**src/rtl/stp_pkg.sv**
```systemverilog
package stp_pkg;

  typedef enum logic [1:0] {
    PAT_GRID     = 2'd0,
    PAT_GRID_INV = 2'd1,
    PAT_SOLID_HI = 2'd2,
    PAT_SOLID_LO = 2'd3
  } stp_pat_e;

  typedef struct packed {
    stp_pat_e   pat;
    logic [1:0] hsel;
    logic       vsel;
  } stp_cfg_t;

  function automatic int unsigned lines_per_frame(int unsigned clk_hz, int unsigned per,
                                                  int unsigned rate);
    return clk_hz / (per * rate);
  endfunction

  function automatic int unsigned pct8(int unsigned n);
    return (n * 8 + 50) / 100;
  endfunction

  function automatic int unsigned max2(int unsigned a, int unsigned b);
    return (a > b) ? a : b;
  endfunction

  function automatic int unsigned min2(int unsigned a, int unsigned b);
    return (a < b) ? a : b;
  endfunction

endpackage

```
**src/rtl/stp_timing.sv**
```systemverilog
module stp_timing
  import stp_pkg::*;
#(
  parameter int unsigned CLK_HZ  = 12000000,
  parameter int unsigned H_PER0  = 126,
  parameter int unsigned H_PER1  = 189,
  parameter int unsigned H_PER2  = 252,
  parameter int unsigned H_PER3  = 378,
  parameter int unsigned V_RATE0 = 72,
  parameter int unsigned V_RATE1 = 60,
  parameter int unsigned HCW     = 9,
  parameter int unsigned VCW     = 11
) (
  input  logic           clk,
  input  logic           rst,
  input  logic           en,
  input  stp_cfg_t       cfg_in,
  output stp_cfg_t       cfg_q,
  output logic [HCW-1:0] hcnt,
  output logic [VCW-1:0] vcnt,
  output logic           st_h,
  output logic           st_v
);
  localparam int unsigned HPER  [4] = '{H_PER0, H_PER1, H_PER2, H_PER3};
  localparam int unsigned VRATE [2] = '{V_RATE0, V_RATE1};

  logic [HCW-1:0] hl_tab [4];
  logic [HCW-1:0] hw_tab [4];
  logic [VCW-1:0] vl_tab [8];
  logic [VCW-1:0] vw_tab [8];

  for (genvar i = 0; i < 4; i++) begin : g_hline
    assign hl_tab[i] = HCW'(HPER[i] - 1);
    assign hw_tab[i] = HCW'(pct8(HPER[i]));
  end

  for (genvar j = 0; j < 8; j++) begin : g_frame
    localparam int unsigned NL = lines_per_frame(CLK_HZ, HPER[j/2], VRATE[j%2]);
    assign vl_tab[j] = VCW'(NL - 1);
    assign vw_tab[j] = VCW'(pct8(NL));
  end

  logic [HCW-1:0] hlast, hwid;
  logic [VCW-1:0] vlast, vwid;
  logic           line_end, frame_end, load;

  always_comb begin
    hlast     = hl_tab[cfg_q.hsel];
    hwid      = hw_tab[cfg_q.hsel];
    vlast     = vl_tab[{cfg_q.hsel, cfg_q.vsel}];
    vwid      = vw_tab[{cfg_q.hsel, cfg_q.vsel}];
    line_end  = (hcnt == hlast);
    frame_end = line_end && (vcnt == vlast);
    load      = !en || frame_end;
    st_h      = en && (hcnt < hwid);
    st_v      = en && (vcnt < vwid);
  end

  always_ff @(posedge clk) begin
    if (rst) begin
      cfg_q <= '0;
      hcnt  <= '0;
      vcnt  <= '0;
    end else begin
      if (load) cfg_q <= cfg_in;
      if (!en) begin
        hcnt <= '0;
        vcnt <= '0;
      end else if (line_end) begin
        hcnt <= '0;
        vcnt <= frame_end ? '0 : vcnt + 1'b1;
      end else begin
        hcnt <= hcnt + 1'b1;
      end
    end
  end

  a_r2_hcnt_bound: assert property (@(posedge clk) disable iff (rst) hcnt <= hlast);
  a_r3_vcnt_bound: assert property (@(posedge clk) disable iff (rst) vcnt <= vlast);
  a_r6_cfg_at_origin: assert property (@(posedge clk) disable iff (rst)
    !$stable(cfg_q) |-> (hcnt == '0 && vcnt == '0));
  a_r9_idle_origin: assert property (@(posedge clk) disable iff (rst)
    !en |=> (hcnt == '0 && vcnt == '0));

endmodule

```
**src/rtl/stp_pattern.sv**
```systemverilog
module stp_pattern
  import stp_pkg::*;
#(
  parameter int unsigned HCW  = 9,
  parameter int unsigned VCW  = 11,
  parameter int unsigned GRID = 16
) (
  input  logic           en,
  input  stp_pat_e       sel,
  input  logic [HCW-1:0] hcnt,
  input  logic [VCW-1:0] vcnt,
  output logic           pat
);
  logic on_grid;

  always_comb begin
    on_grid = ((32'(hcnt) % GRID) == 0) || ((32'(vcnt) % GRID) == 0);
    unique case (sel)
      PAT_GRID:     pat = on_grid;
      PAT_GRID_INV: pat = !on_grid;
      PAT_SOLID_HI: pat = 1'b1;
      default:      pat = 1'b0;
    endcase
    if (!en) pat = 1'b0;
  end

endmodule

```
**src/rtl/stp_outmux.sv**
```systemverilog
module stp_outmux (
  input  logic       clk,
  input  logic       rst,
  input  logic       raw_i,
  input  logic       comp_i,
  input  logic       st_i,
  input  logic [1:0] sel_i,
  input  logic       inv_i,
  output logic       q_o
);
  logic pick;

  always_comb begin
    case (sel_i)
      2'd0:    pick = raw_i;
      2'd1:    pick = comp_i;
      default: pick = st_i;
    endcase
  end

  always_ff @(posedge clk) begin
    if (rst) q_o <= 1'b0;
    else     q_o <= pick ^ inv_i;
  end

  a_r8_polarity: assert property (@(posedge clk) disable iff (rst)
    (sel_i == 2'd1 && inv_i) |=> (q_o == !$past(comp_i)));

endmodule

```
**src/rtl/selftest_pattern_gen.sv**
```systemverilog
module selftest_pattern_gen
  import stp_pkg::*;
#(
  parameter int unsigned CLK_HZ  = 12000000,
  parameter int unsigned H_PER0  = 126,
  parameter int unsigned H_PER1  = 189,
  parameter int unsigned H_PER2  = 252,
  parameter int unsigned H_PER3  = 378,
  parameter int unsigned V_RATE0 = 72,
  parameter int unsigned V_RATE1 = 60,
  parameter int unsigned GRID    = 16
) (
  input  logic       clk,
  input  logic       rst,
  input  logic       enable_i,
  input  logic [1:0] pat_sel_i,
  input  logic [1:0] hrate_sel_i,
  input  logic       vrate_sel_i,
  input  logic       hsync_in,
  input  logic       hcomp_in,
  input  logic       vsync_in,
  input  logic       vcomp_in,
  input  logic [1:0] hmux_sel_i,
  input  logic [1:0] vmux_sel_i,
  input  logic       hpol_inv_i,
  input  logic       vpol_inv_i,
  output logic       hblank_o,
  output logic       vblank_o,
  output logic       pat_o
);
  localparam int unsigned HMAX  = max2(max2(H_PER0, H_PER1), max2(H_PER2, H_PER3));
  localparam int unsigned HMIN  = min2(min2(H_PER0, H_PER1), min2(H_PER2, H_PER3));
  localparam int unsigned NLMAX = max2(lines_per_frame(CLK_HZ, HMIN, V_RATE0),
                                       lines_per_frame(CLK_HZ, HMIN, V_RATE1));
  localparam int unsigned HCW   = $clog2(HMAX);
  localparam int unsigned VCW   = $clog2(NLMAX);

  stp_cfg_t       cfg_in, cfg_q;
  logic [HCW-1:0] hcnt;
  logic [VCW-1:0] vcnt;
  logic           st_h, st_v, pat_d;

  assign cfg_in = '{pat: stp_pat_e'(pat_sel_i), hsel: hrate_sel_i, vsel: vrate_sel_i};

  stp_timing #(
    .CLK_HZ(CLK_HZ), .H_PER0(H_PER0), .H_PER1(H_PER1), .H_PER2(H_PER2), .H_PER3(H_PER3),
    .V_RATE0(V_RATE0), .V_RATE1(V_RATE1), .HCW(HCW), .VCW(VCW)
  ) u_timing (
    .clk(clk), .rst(rst), .en(enable_i), .cfg_in(cfg_in), .cfg_q(cfg_q),
    .hcnt(hcnt), .vcnt(vcnt), .st_h(st_h), .st_v(st_v)
  );

  stp_pattern #(.HCW(HCW), .VCW(VCW), .GRID(GRID)) u_pattern (
    .en(enable_i), .sel(cfg_q.pat), .hcnt(hcnt), .vcnt(vcnt), .pat(pat_d)
  );

  logic [1:0] m_raw, m_comp, m_st, m_inv, m_q;
  logic [1:0] m_sel [2];

  assign m_raw    = {vsync_in, hsync_in};
  assign m_comp   = {vcomp_in, hcomp_in};
  assign m_st     = {st_v, st_h};
  assign m_inv    = {vpol_inv_i, hpol_inv_i};
  assign m_sel[0] = hmux_sel_i;
  assign m_sel[1] = vmux_sel_i;

  for (genvar c = 0; c < 2; c++) begin : g_out
    stp_outmux u_mux (
      .clk(clk), .rst(rst), .raw_i(m_raw[c]), .comp_i(m_comp[c]), .st_i(m_st[c]),
      .sel_i(m_sel[c]), .inv_i(m_inv[c]), .q_o(m_q[c])
    );
  end

  assign hblank_o = m_q[0];
  assign vblank_o = m_q[1];

  always_ff @(posedge clk) begin
    if (rst) pat_o <= 1'b0;
    else     pat_o <= pat_d;
  end

  a_r7_raw_pass: assert property (@(posedge clk) disable iff (rst)
    (hmux_sel_i == 2'd0 && !hpol_inv_i) |=> (hblank_o == $past(hsync_in)));
  a_r8_idle_inverted: assert property (@(posedge clk) disable iff (rst)
    (!enable_i && vmux_sel_i[1] && vpol_inv_i) |=> vblank_o);
  a_r9_pat_quiet: assert property (@(posedge clk) disable iff (rst)
    !enable_i |=> !pat_o);
  a_r10_timing_reg: assert property (@(posedge clk) disable iff (rst)
    (hmux_sel_i == 2'd2 && !hpol_inv_i) |=> (hblank_o == $past(st_h)));

endmodule

```
**config.mk**
```make
export PLATFORM = sky130hd
export DESIGN_NAME = selftest_pattern_gen
export DESIGN_NICKNAME = d
export VERILOG_FILES = /design/src/rtl/stp_pkg.sv /design/src/rtl/stp_timing.sv /design/src/rtl/stp_pattern.sv /design/src/rtl/stp_outmux.sv /design/src/rtl/selftest_pattern_gen.sv
export SDC_FILE = /design/constraint.sdc
export NUM_CORES = 1
export LEC_CHECK = 0
export CORE_MARGIN = 4
export CORE_UTILIZATION = 40
export DETAILED_ROUTE_END_ITERATION = 10
export PLACE_DENSITY_LB_ADDON = 0.25
export SLEW_MARGIN = 20
export SYNTH_ARGS = -nofsm -noshare
export SYNTH_HDL_FRONTEND = slang
export SYNTH_SLANG_ARGS = --single-unit
```
**constraint.sdc**
```tcl
create_clock -name clk -period 2.3 [get_ports clk]
set_clock_uncertainty 0.2 [all_clocks]
set_input_delay 0.345 -clock clk [delete_from_list [all_inputs] [get_ports clk]]
set_output_delay 0.345 -clock clk [all_outputs]
set_load 0.01 [all_outputs]
```
* Yosys cells after proc, flatten, opt, wreduce, memory -nomap -nowiden
Memory sizes are Yosys's and may differ from the RTL's.
Index checks and enable logic that the tools add are counted.
** Word-level totals
- Input bits :: 18
- Memories kept :: 2
- Logic and storage cells :: 55
- Register bits after elaboration :: 28
- ROM bits :: 176
** Memories
- (no name shown) :: words 8, width 11, rd ports 1, clocked after Yosys merged registers in 0, write ports 0, RTL line stp_timing.sv:50 : vlast = vl_tab[{cfg_q.hsel, cfg_q.vsel}];
- (no name shown) :: words 8, width 11, rd ports 1, clocked after Yosys merged registers in 0, write ports 0, RTL line stp_timing.sv:51 : vwid = vw_tab[{cfg_q.hsel, cfg_q.vsel}];
** Operators by class
- Muxes and demuxes :: 14
- Add/sub/neg operators :: 2
- Reductions and logical operators :: 14
- Order comparisons :: 4
- Equal/unequal tests :: 6
- Bitwise logic cells :: 5
** Operators with widths (number)
- $logic_not A32 Y1 :: 2
- $mux W11 :: 5
- $bmux W9 S2 :: 2
- $mux W9 :: 4
- $add A11 B1 Y11 const B :: 1
- $eq A11 B11 Y1 :: 1
- $lt A11 B11 Y1 :: 1
- $add A9 B1 Y9 const B :: 1
- $eq A9 B9 Y1 :: 1
- $lt A9 B9 Y1 :: 1
- $eq A2 B1 Y1 const B :: 3
- $logic_not A2 Y1 :: 3
- $ge A4 B4 Y1 const B :: 1
- $not A3 Y4 :: 1
- $pmux W1 S2 :: 2
- $ge A3 B3 Y1 const B :: 1
- $logic_and A1 B1 Y1 :: 3
- $not A2 Y3 :: 1
- $pmux W1 S3 :: 1
- $reduce_or A3 Y1 :: 1
- $eq A2 B2 Y1 const B :: 1
- $logic_not A1 Y1 :: 2
- $logic_or A1 B1 Y1 :: 2
- $reduce_or A2 Y1 :: 1
- 2 further kinds :: 3

* Logic depth before layout (Yosys ltp)
Gate-level depths: netlist (run 1).
- Word-level depth :: 8
- Mapped depth :: 11
- Gate-level depth less buffers :: 9

* By module
A second synthesis (run 1) with hierarchy kept.
** Second synthesis, totals
- Cells, all modules :: 241
- Area total of the unflattened synthesis :: 2028.2 um^2
** By module, submodules not included
- stp_timing :: seq. area each 500.5 um^2, cells each 218, area an instance 1820.5 um^2, instances 1
- stp_outmux :: seq. area each 20.0 um^2, cells each 8, area an instance 70.1 um^2, instances 2
- selftest_pattern_gen :: seq. area each 20.0 um^2, cells each 2, area an instance 33.8 um^2, instances 1
- stp_pattern :: seq. area each 0.0 um^2, cells each 5, area an instance 33.8 um^2, instances 1

* Worst setup path after synthesis (run 1)
No wires, ideal clock.
- Path kind :: flip-flop to flip-flop
- Start point :: register, netlist name u_timing.cfg_q[1]
- End point :: register, netlist name u_timing.cfg_q[2]
- Setup time :: 0.094 ns
- Stages on the path, launching flop included :: 9
- Data required time :: 2.006 ns
- Setup slack :: -0.274 ns
- Arrival time :: 2.281 ns
- Path through :: dfxtp_1 -> inv_1 -> ha_1 -> nor2b_1 -> or4_4 -> a221oi_2 -> nand4b_2 -> buf_6 -> o311ai_2
** On the way
- Longest elaborated chain between the ends :: 7
** Ends and longest elaborated chain
- $not A3 Y4 (not written as such) or $not A2 Y3 (tied branches) :: RTL line stp_timing.sv:50, stp_timing.sv:48
- $mem_v2 Z8 W11 or $bmux W9 S2 (tied branches)
- $mux W11 (not written as such) or $mux W9 (tied branches) (2 in series) :: RTL line stp_timing.sv:50, stp_timing.sv:48
- $eq A11 B11 Y1 or $eq A9 B9 Y1 (tied branches) :: RTL line stp_timing.sv:53, stp_timing.sv:52
- $logic_and A1 B1 Y1 (*) :: RTL line stp_timing.sv:53 : frame_end = line_end && (vcnt == vlast);
- $logic_or A1 B1 Y1 (*) :: RTL line stp_timing.sv:54 : load = !en || frame_end;
Every way passes the cells marked *; elsewhere a longest branch is shown, timed or not. The select of a mux whose other input is x is not followed.
A chain may end at the register's enable or synchronous reset.

* Final worst setup path (run 1)
- Start point :: register, netlist name u_timing.cfg_q[0]
- End point :: register, netlist name u_timing.cfg_q[1]
** On the way
- Longest elaborated chain between the ends :: 7
** Ends and longest elaborated chain (RTL line)
- $not A3 Y4 (not written as such) :: stp_timing.sv:50
- $mem_v2 Z8 W11
- $mux W11 (not written as such) (2 in series) :: stp_timing.sv:50
- $eq A11 B11 Y1 :: stp_timing.sv:53
- $logic_and A1 B1 Y1 :: stp_timing.sv:53
- $logic_or A1 B1 Y1 :: stp_timing.sv:54
No other way between the ends. The select of a mux whose other input is x is not followed.

==> run metrics, run 1 <==
area of the core 5110 um2; clock tree root driver cell clkbuf_8; antenna fix cells 0; Crit path max-delay family simple AND/OR/NAND/NOR gates; Area Overhead vs Synth 33.6%; Net Count, Synth 298; Syn Area/Cell 8.27 um2; pwr dens 426 nW/um2; Sw Share 28.2%; WP data arrival 2.42 ns; synthesized flop and latch total 28; final WL about 5300 um; per-cell routed wire length 14.4 um; antenna violations before repair 0; Pint roughly 0.86 mW; Post-synth top flop dfxtp_1; Clk network pwr share 29.8%; share of layout cells above drive strength 1 21.7%; Max FO, Critical Path 7; commonest non-fill, non-tap cell in the layout nor2_1; vias per cell approximately 5.3; Worst Path Class, Setup reg -> reg; H-tree depth 1; hold_buf cts 0; critical path's largest stage delay 0.43 ns; ANT nets after route 0; HP Class reg -> reg; CTS tree built; Ports 21; crit path capture type register; initial DRC count 130; part of the power in combinational logic 27.2%; final hold vios 0; Final Cycle Share 106%; most frequent cells in the layout 33 x nor2_1, 25 x dfxtp_1, 24 x buf_4; die width 80.6 um; Reg clk slew, reported paths roughly 0.10 ns; Initial Util 41.3%; grt ovf 0; RSZ-0062 raised after global routing true; Clock Latency Late Sink 0.28 ns; Die Ht between 80 and 90 um; nets 339; outcome complete, but fails checks; distinct cell type count after synthesis 45; setup TNS -1.50 ns; via count 1,945; synthesized area 2110 um2; GRT Total Usage between 10% and 20%; CTS Buf Count 3; failing checks setup timing; fin crit period roughly 2.4 ns; Port-buffer cells 20; max-capacitance violation count 0; die area around 6500 um2; largest net degree at the start of global routing 19; CTS max path bufs 2; dpl hpwl 3970 um; endpoints failing setup 17; leakage power approximately 1.2 nW; Peak Freq 412 MHz; RePlAce Congestion 0.882; Slew HR between 60% and 70%; vias in the first global route 1,866; VDD IR max 295 uV; critical path buffer and inverter count 2; instance count of the mapped netlist between 200 and 300; drt pass-1 iters 4; slowest CP cell or4_4; Rows 26; CP cell instances inv_6, ha_4, nor2b_4, or4_4, a221oi_4, nand4b_4, buf_4, o311ai_4; Setup crit start kind register; clock net sink count 28; post-synthesis sequential area ratio a little over a quarter; Worst Tran Pin Value 0.486 ns; number of flops mapped to enable cells by yosys 0; Worst Setup Slack, final -0.128 ns; Post-synth ARST share 0%; Worst EP required 2.29 ns; Final Slew Violations 0; sw power around 0.34 mW; register share of total power between 40% and 50%; drc violations 0; pre-CTS setup slack -0.123 ns; first-pass GRT wire length around 8700 um; Syn. warnings 0
cells in the mapped netlist (4+ instances only):
master    number  share of area, %
ha_1          25                15
xnor2_1       11               4.6
clkbuf_1       7               1.2
dfxtp_1       28                27
nand4_1        9               2.7
xor2_1        11               4.6
nor2b_1        6               1.8
nand2_1       15               2.7
nor3_1         9               2.1
nand2b_1       8               2.4
nor2_1        33               5.9
a21oi_1       12               2.8
o21ai_0        8               1.9
inv_1          9               1.6
nand3_1       10               2.4
or3_1          4               1.2
mux2i_1        5               2.4
per-layer routing:
metal / track usage, % / wire length (um) / up-vias
met4: 6.59 / 130 / 0
met5: 0 / 0 / -
met3: 1.68 / 178 / 11
met2: 27.4 / 2490 / 48
li1: - / - / 978
met1: 22.5 / 2470 / 908
worst paths after layout:
| check | startpoint | to | slack [ns] | cells after the start |
|---|---|---|---|---|
| max | u_timing.cfg_q[0] | u_timing.cfg_q[1] | -0.13 | 8 |
| min | u_timing.cfg_q[3] | pat_o | 0.32 | 2 |
| max reg2reg | u_timing.cfg_q[0] | u_timing.cfg_q[1] | -0.13 | 8 |
| min reg2reg | u_timing.cfg_q[3] | pat_o | 0.32 | 2 |
state kept, by name (all words and copies together) (netlist names):
name	cells
g_out.u_mux.q_o	2
u_timing.vcnt	11
u_timing.hcnt	9
pat_o	1
u_timing.cfg_q	5
area by class of cell:
type	instances	area, um2
sequential	28	572
tap	70	87.6
multi-input combinational	205	1610
clock buffer	4	66.3
inverter	10	45.0
timing repair buffer	48	434
fill	486	2290
worst reg2reg max path, cell delays in order (launching register included):
cell and delay (ns):
dfxtp_4 0.38, inv_6 0.05, ha_4 0.23, nor2b_4 0.12, or4_4 0.43, a221oi_4 0.31, nand4b_4 0.20, buf_4 0.20
o311ai_4 0.23
logic make-up (layout without fill, tap and decap cells):
| group | after synthesis | after routing | share of synthesized area [%] |
|---|---|---|---|
| multiplexers | 7 | 7 | 3.44 |
| AO/OA/AOI/OAI | 43 | 43 | 14.8 |
| adder cells (fa/ha/maj) | 25 | 25 | 14.8 |
| buffers and inverters | 22 | 62 | 4.63 |
| flip-flops | 28 | 28 | 26.6 |
| AND/OR/NAND/NOR | 108 | 108 | 26.5 |
| XOR/XNOR | 22 | 22 | 9.14 |
stage by stage:
step / hold WS [ns] / util (%) / instance area, um2 / power, mW / std cells
final: 0.317 / 55.1 / 2820 / 1.20 / 365
after CTS: 0.329 / 52.9 / 2700 / 1.18 / 364
after detailed placement: 0.312 / 51.0 / 2600 / 0.817 / 360
after floorplan: 0.271 / - / 2170 / 0.704 / 255
after global placement: 0.300 / 51.0 / 2600 / 0.814 / 360
after global routing: 0.363 / 55.1 / 2820 / 1.26 / 365
power by group through the flow:
stage                     logic [mW]  registers [mW]  clock network (mW)
after floorplan                0.175           0.530                   0
after global placement         0.288           0.526                   0
after detailed placement       0.290           0.527                   0
after CTS                      0.300           0.516               0.364
after global routing           0.357           0.518               0.383
final                          0.326           0.516               0.358
repair_timing:
item,in CTS,in global routing
resized for setup,6,20
pin swaps,3,10
setup endpoints to repair,17,26
setup buffers,0,2
endpoints found under the hold margin,0,0
Power figures use the tool's default switching activity.
==> run 2, diff against run 1 <==
- CAP_MARGIN: not set -> 20
- SKIP_CTS_REPAIR_TIMING: not set -> 1
==> run 2 against run 1 <==
Net effect: the run still ends with setup timing left; combinational power decreased by 2%; worst setup slack got worse by 0.0054 ns; final area decreased by 0.71%; critical path depth increased by 1; clock-buffer cell count unchanged; flip-flop and latch count unchanged; utilization decreased by 0.39 points; non-clock buffer count unchanged; register-to-register slack about the same; critical endpoint is now u_timing.vcnt[10]; largest cell class unchanged.
==> run metrics, run 2 (synthesis gave the netlist of run 1 again) <==
Worst Tran Pin Value 0.472 ns (was 0.486 ns); sw power 0.337 mW (was 0.338 mW); critical path buffer and inverter count 2 (unchanged); hold_sp u_timing.cfg_q[3] (unchanged); Worst EP required 2.32 ns (was 2.29 ns); Ports 21 (unchanged); failing checks setup timing (unchanged); grt ovf 0 (unchanged); max-capacitance violation count 0 (unchanged); max reg flops 11 (unchanged); crit path capture type register (unchanged); Worst R2R Setup Slack -0.13 ns (about the same); Worst Setup Slack, final -0.134 ns (was -0.128 ns); slowest CP cell dfxtp_4 (was or4_4); die width 80.6 um (unchanged); Final Slew Violations 0 (unchanged); start point of the critical path u_timing.cfg_q[1] (was u_timing.cfg_q[0]); largest net degree at the start of global routing 19 (unchanged); Slew HR 68.4% (was 67.5%); Power, Total 1.20 mW (about the same); most frequent cells in the layout 33 x nor2_1, 25 x dfxtp_1, 24 x buf_4 (unchanged); CTS max path bufs 2 (unchanged); per-cell routed wire length 14.3 um (was 14.4 um); Largest regs u_timing.vcnt: 11 flops, u_timing.hcnt: 9 flops, u_timing.cfg_q: 5 flops (unchanged); die area 6500 um2 (unchanged); WP data arrival 2.45 ns (was 2.42 ns); Reg clk slew, reported paths 0.10 ns (about the same); Rows 26 (unchanged); outcome complete, but fails checks (unchanged); dpl hpwl 3970 um (unchanged); CP cell instances inv_4, buf_4, ha_1, xor2_1, nor3_2, and4_1, nand2_1, or3_1, a21oi_1 (was inv_6, ha_4, nor2b_4, or4_4, a221oi_4, nand4b_4, buf_4, o311ai_4); drt pass-1 iters 4 (unchanged); Final Core Density 54.8% (was 55.1%); Final Cycle Share 106% (about the same); leakage power 1.19 nW (about the same); Reg area 572 um2 (unchanged); Peak Freq 411 MHz (was 412 MHz); clock tree root driver cell clkbuf_8 (unchanged); final non-filler cell total 365 (unchanged); pwr dens 427 nW/um2 (was 426 nW/um2); initial DRC count 110 (was 130); Clock Latency Late Sink 0.28 ns (about the same); HP Class reg -> reg (unchanged); H-tree depth 1 (unchanged); vias in the first global route 1,836 (was 1,866); Area Overhead vs Synth 32.6% (was 33.6%); area of the core 5110 um2 (unchanged); Pint 0.859 mW (was 0.861 mW); first-pass GRT wire length 8510 um (was 8660 um); final WL 5210 um (was 5270 um); Sw Share 28.1% (was 28.2%); final instance area 2800 um2 (was 2820 um2); register share of total power 43.1% (was 43.0%); VDD IR max 294 uV (was 295 uV); via count 1,951 (was 1,945); clock net sink count 28 (unchanged); share of layout cells above drive strength 1 20.7% (was 21.7%); RePlAce Congestion 0.882 (unchanged); drc violations 0 (unchanged); commonest non-fill, non-tap cell in the layout nor2_1 (unchanged); antenna violations before repair 0 (unchanged); setup TNS -1.42 ns (was -1.50 ns); RR Startpoint u_timing.cfg_q[1] (was u_timing.cfg_q[0]); part of the power in combinational logic 26.9% (was 27.2%); fin crit period 2.43 ns (about the same); area of the multi-input gates 1590 um2 (was 1610 um2); endpoints failing setup 16 (was 17); CTS Buf Count 3 (unchanged); RSZ-0062 raised after global routing true (unchanged); Crit path max-delay family simple AND/OR/NAND/NOR gates (unchanged); Initial Util 41.3% (unchanged); Worst Path Class, Setup reg -> reg (unchanged); Max FO, Critical Path 7 (unchanged); placed cell areas 2600 um2 (unchanged); FILL cells 490 (was 486); critical path's largest stage delay 0.40 ns (was 0.43 ns); Clk network pwr share 30.0% (was 29.8%); Biggest register u_timing.vcnt (unchanged); ANT nets after route 0 (unchanged); final hold vios 0 (unchanged); vias per cell 5.35 (was 5.33); Die Ht 80.6 um (unchanged); nets 339 (unchanged); placed cells 360 (unchanged); antenna fix cells 0 (unchanged); CTS tree built (unchanged); Port-buffer cells 20 (unchanged); GRT Total Usage 16.5% (was 16.8%); Setup crit start kind register (unchanged)
==> run 2: cell counts in the layout (fill, tap and decap cells not counted) <==
Identical to the previous run, type by type.
==> run 2: layout make-up <==
cell class / instances / share of cell area (%)
inverters: 10 / 1.61
clock buffers: 4 / 2.37
well taps: 70 / 3.13
flip-flops and latches: 28 / 20.4
multi-input cells: 205 / 56.9
repair buffers: 48 / 15.5
==> run 2: layer usage <==
metal | vias up | track usage, % | part of all wire, %
met1 | 907 | 22.3 | 47
met3 | 12 | 1.57 | 3.6
li1 | 978 | - | -
met4 | 0 | 6.25 | 2.8
met2 | 54 | 26.8 | 46
met5 | - | 0 | 0
==> run 2: path summary, 6_finish.rpt <==
check	endpoint	cells past startpoint
min	pat_o	2
max reg2reg	u_timing.vcnt[10]	9
max	u_timing.vcnt[10]	9
min reg2reg	pat_o	2
==> run 2: power groups by stage <==
stage / Clock (mW) / Combinational, mW / Sequential, mW
floorplan: 0 / 0.175 / 0.530
global placement: 0 / 0.288 / 0.526
detailed placement: 0 / 0.290 / 0.527
CTS: 0.364 / 0.293 / 0.516
global route: 0.383 / 0.353 / 0.518
finish: 0.359 / 0.321 / 0.516
==> run 2: stage by stage <==
step                      worst slack (ns)  hold WS, ns
after floorplan                    0.00251        0.271
after global placement             -0.0628        0.300
after detailed placement            -0.123        0.312
after CTS                           -0.142        0.329
after global routing                -0.213        0.363
final                               -0.134        0.317
==> run 2: worst register-to-register path, delay by kind of cell (launching register included) <==
family	cells	cell delay, ns
AND/OR/NAND/NOR	4	0.94
flip-flops	1	0.40
adder cells (fa/ha/maj)	1	0.31
buffers and inverters	2	0.21
XOR/XNOR	1	0.16
AO/OA/AOI/OAI	1	0.15
==> run 3, diff against run 2 <==
==> constraint.sdc (replaced) <==
create_clock -name clk -period 2.3 [get_ports clk]
set_clock_uncertainty 0.2 [all_clocks]
set_input_delay 0.23 -clock clk [delete_from_list [all_inputs] [get_ports clk]]
set_output_delay 0.23 -clock clk [all_outputs]
set_load 0.01 [all_outputs]
==> results of run 3 <==
Final layout, timing and power as in run 2 (identical DEF).
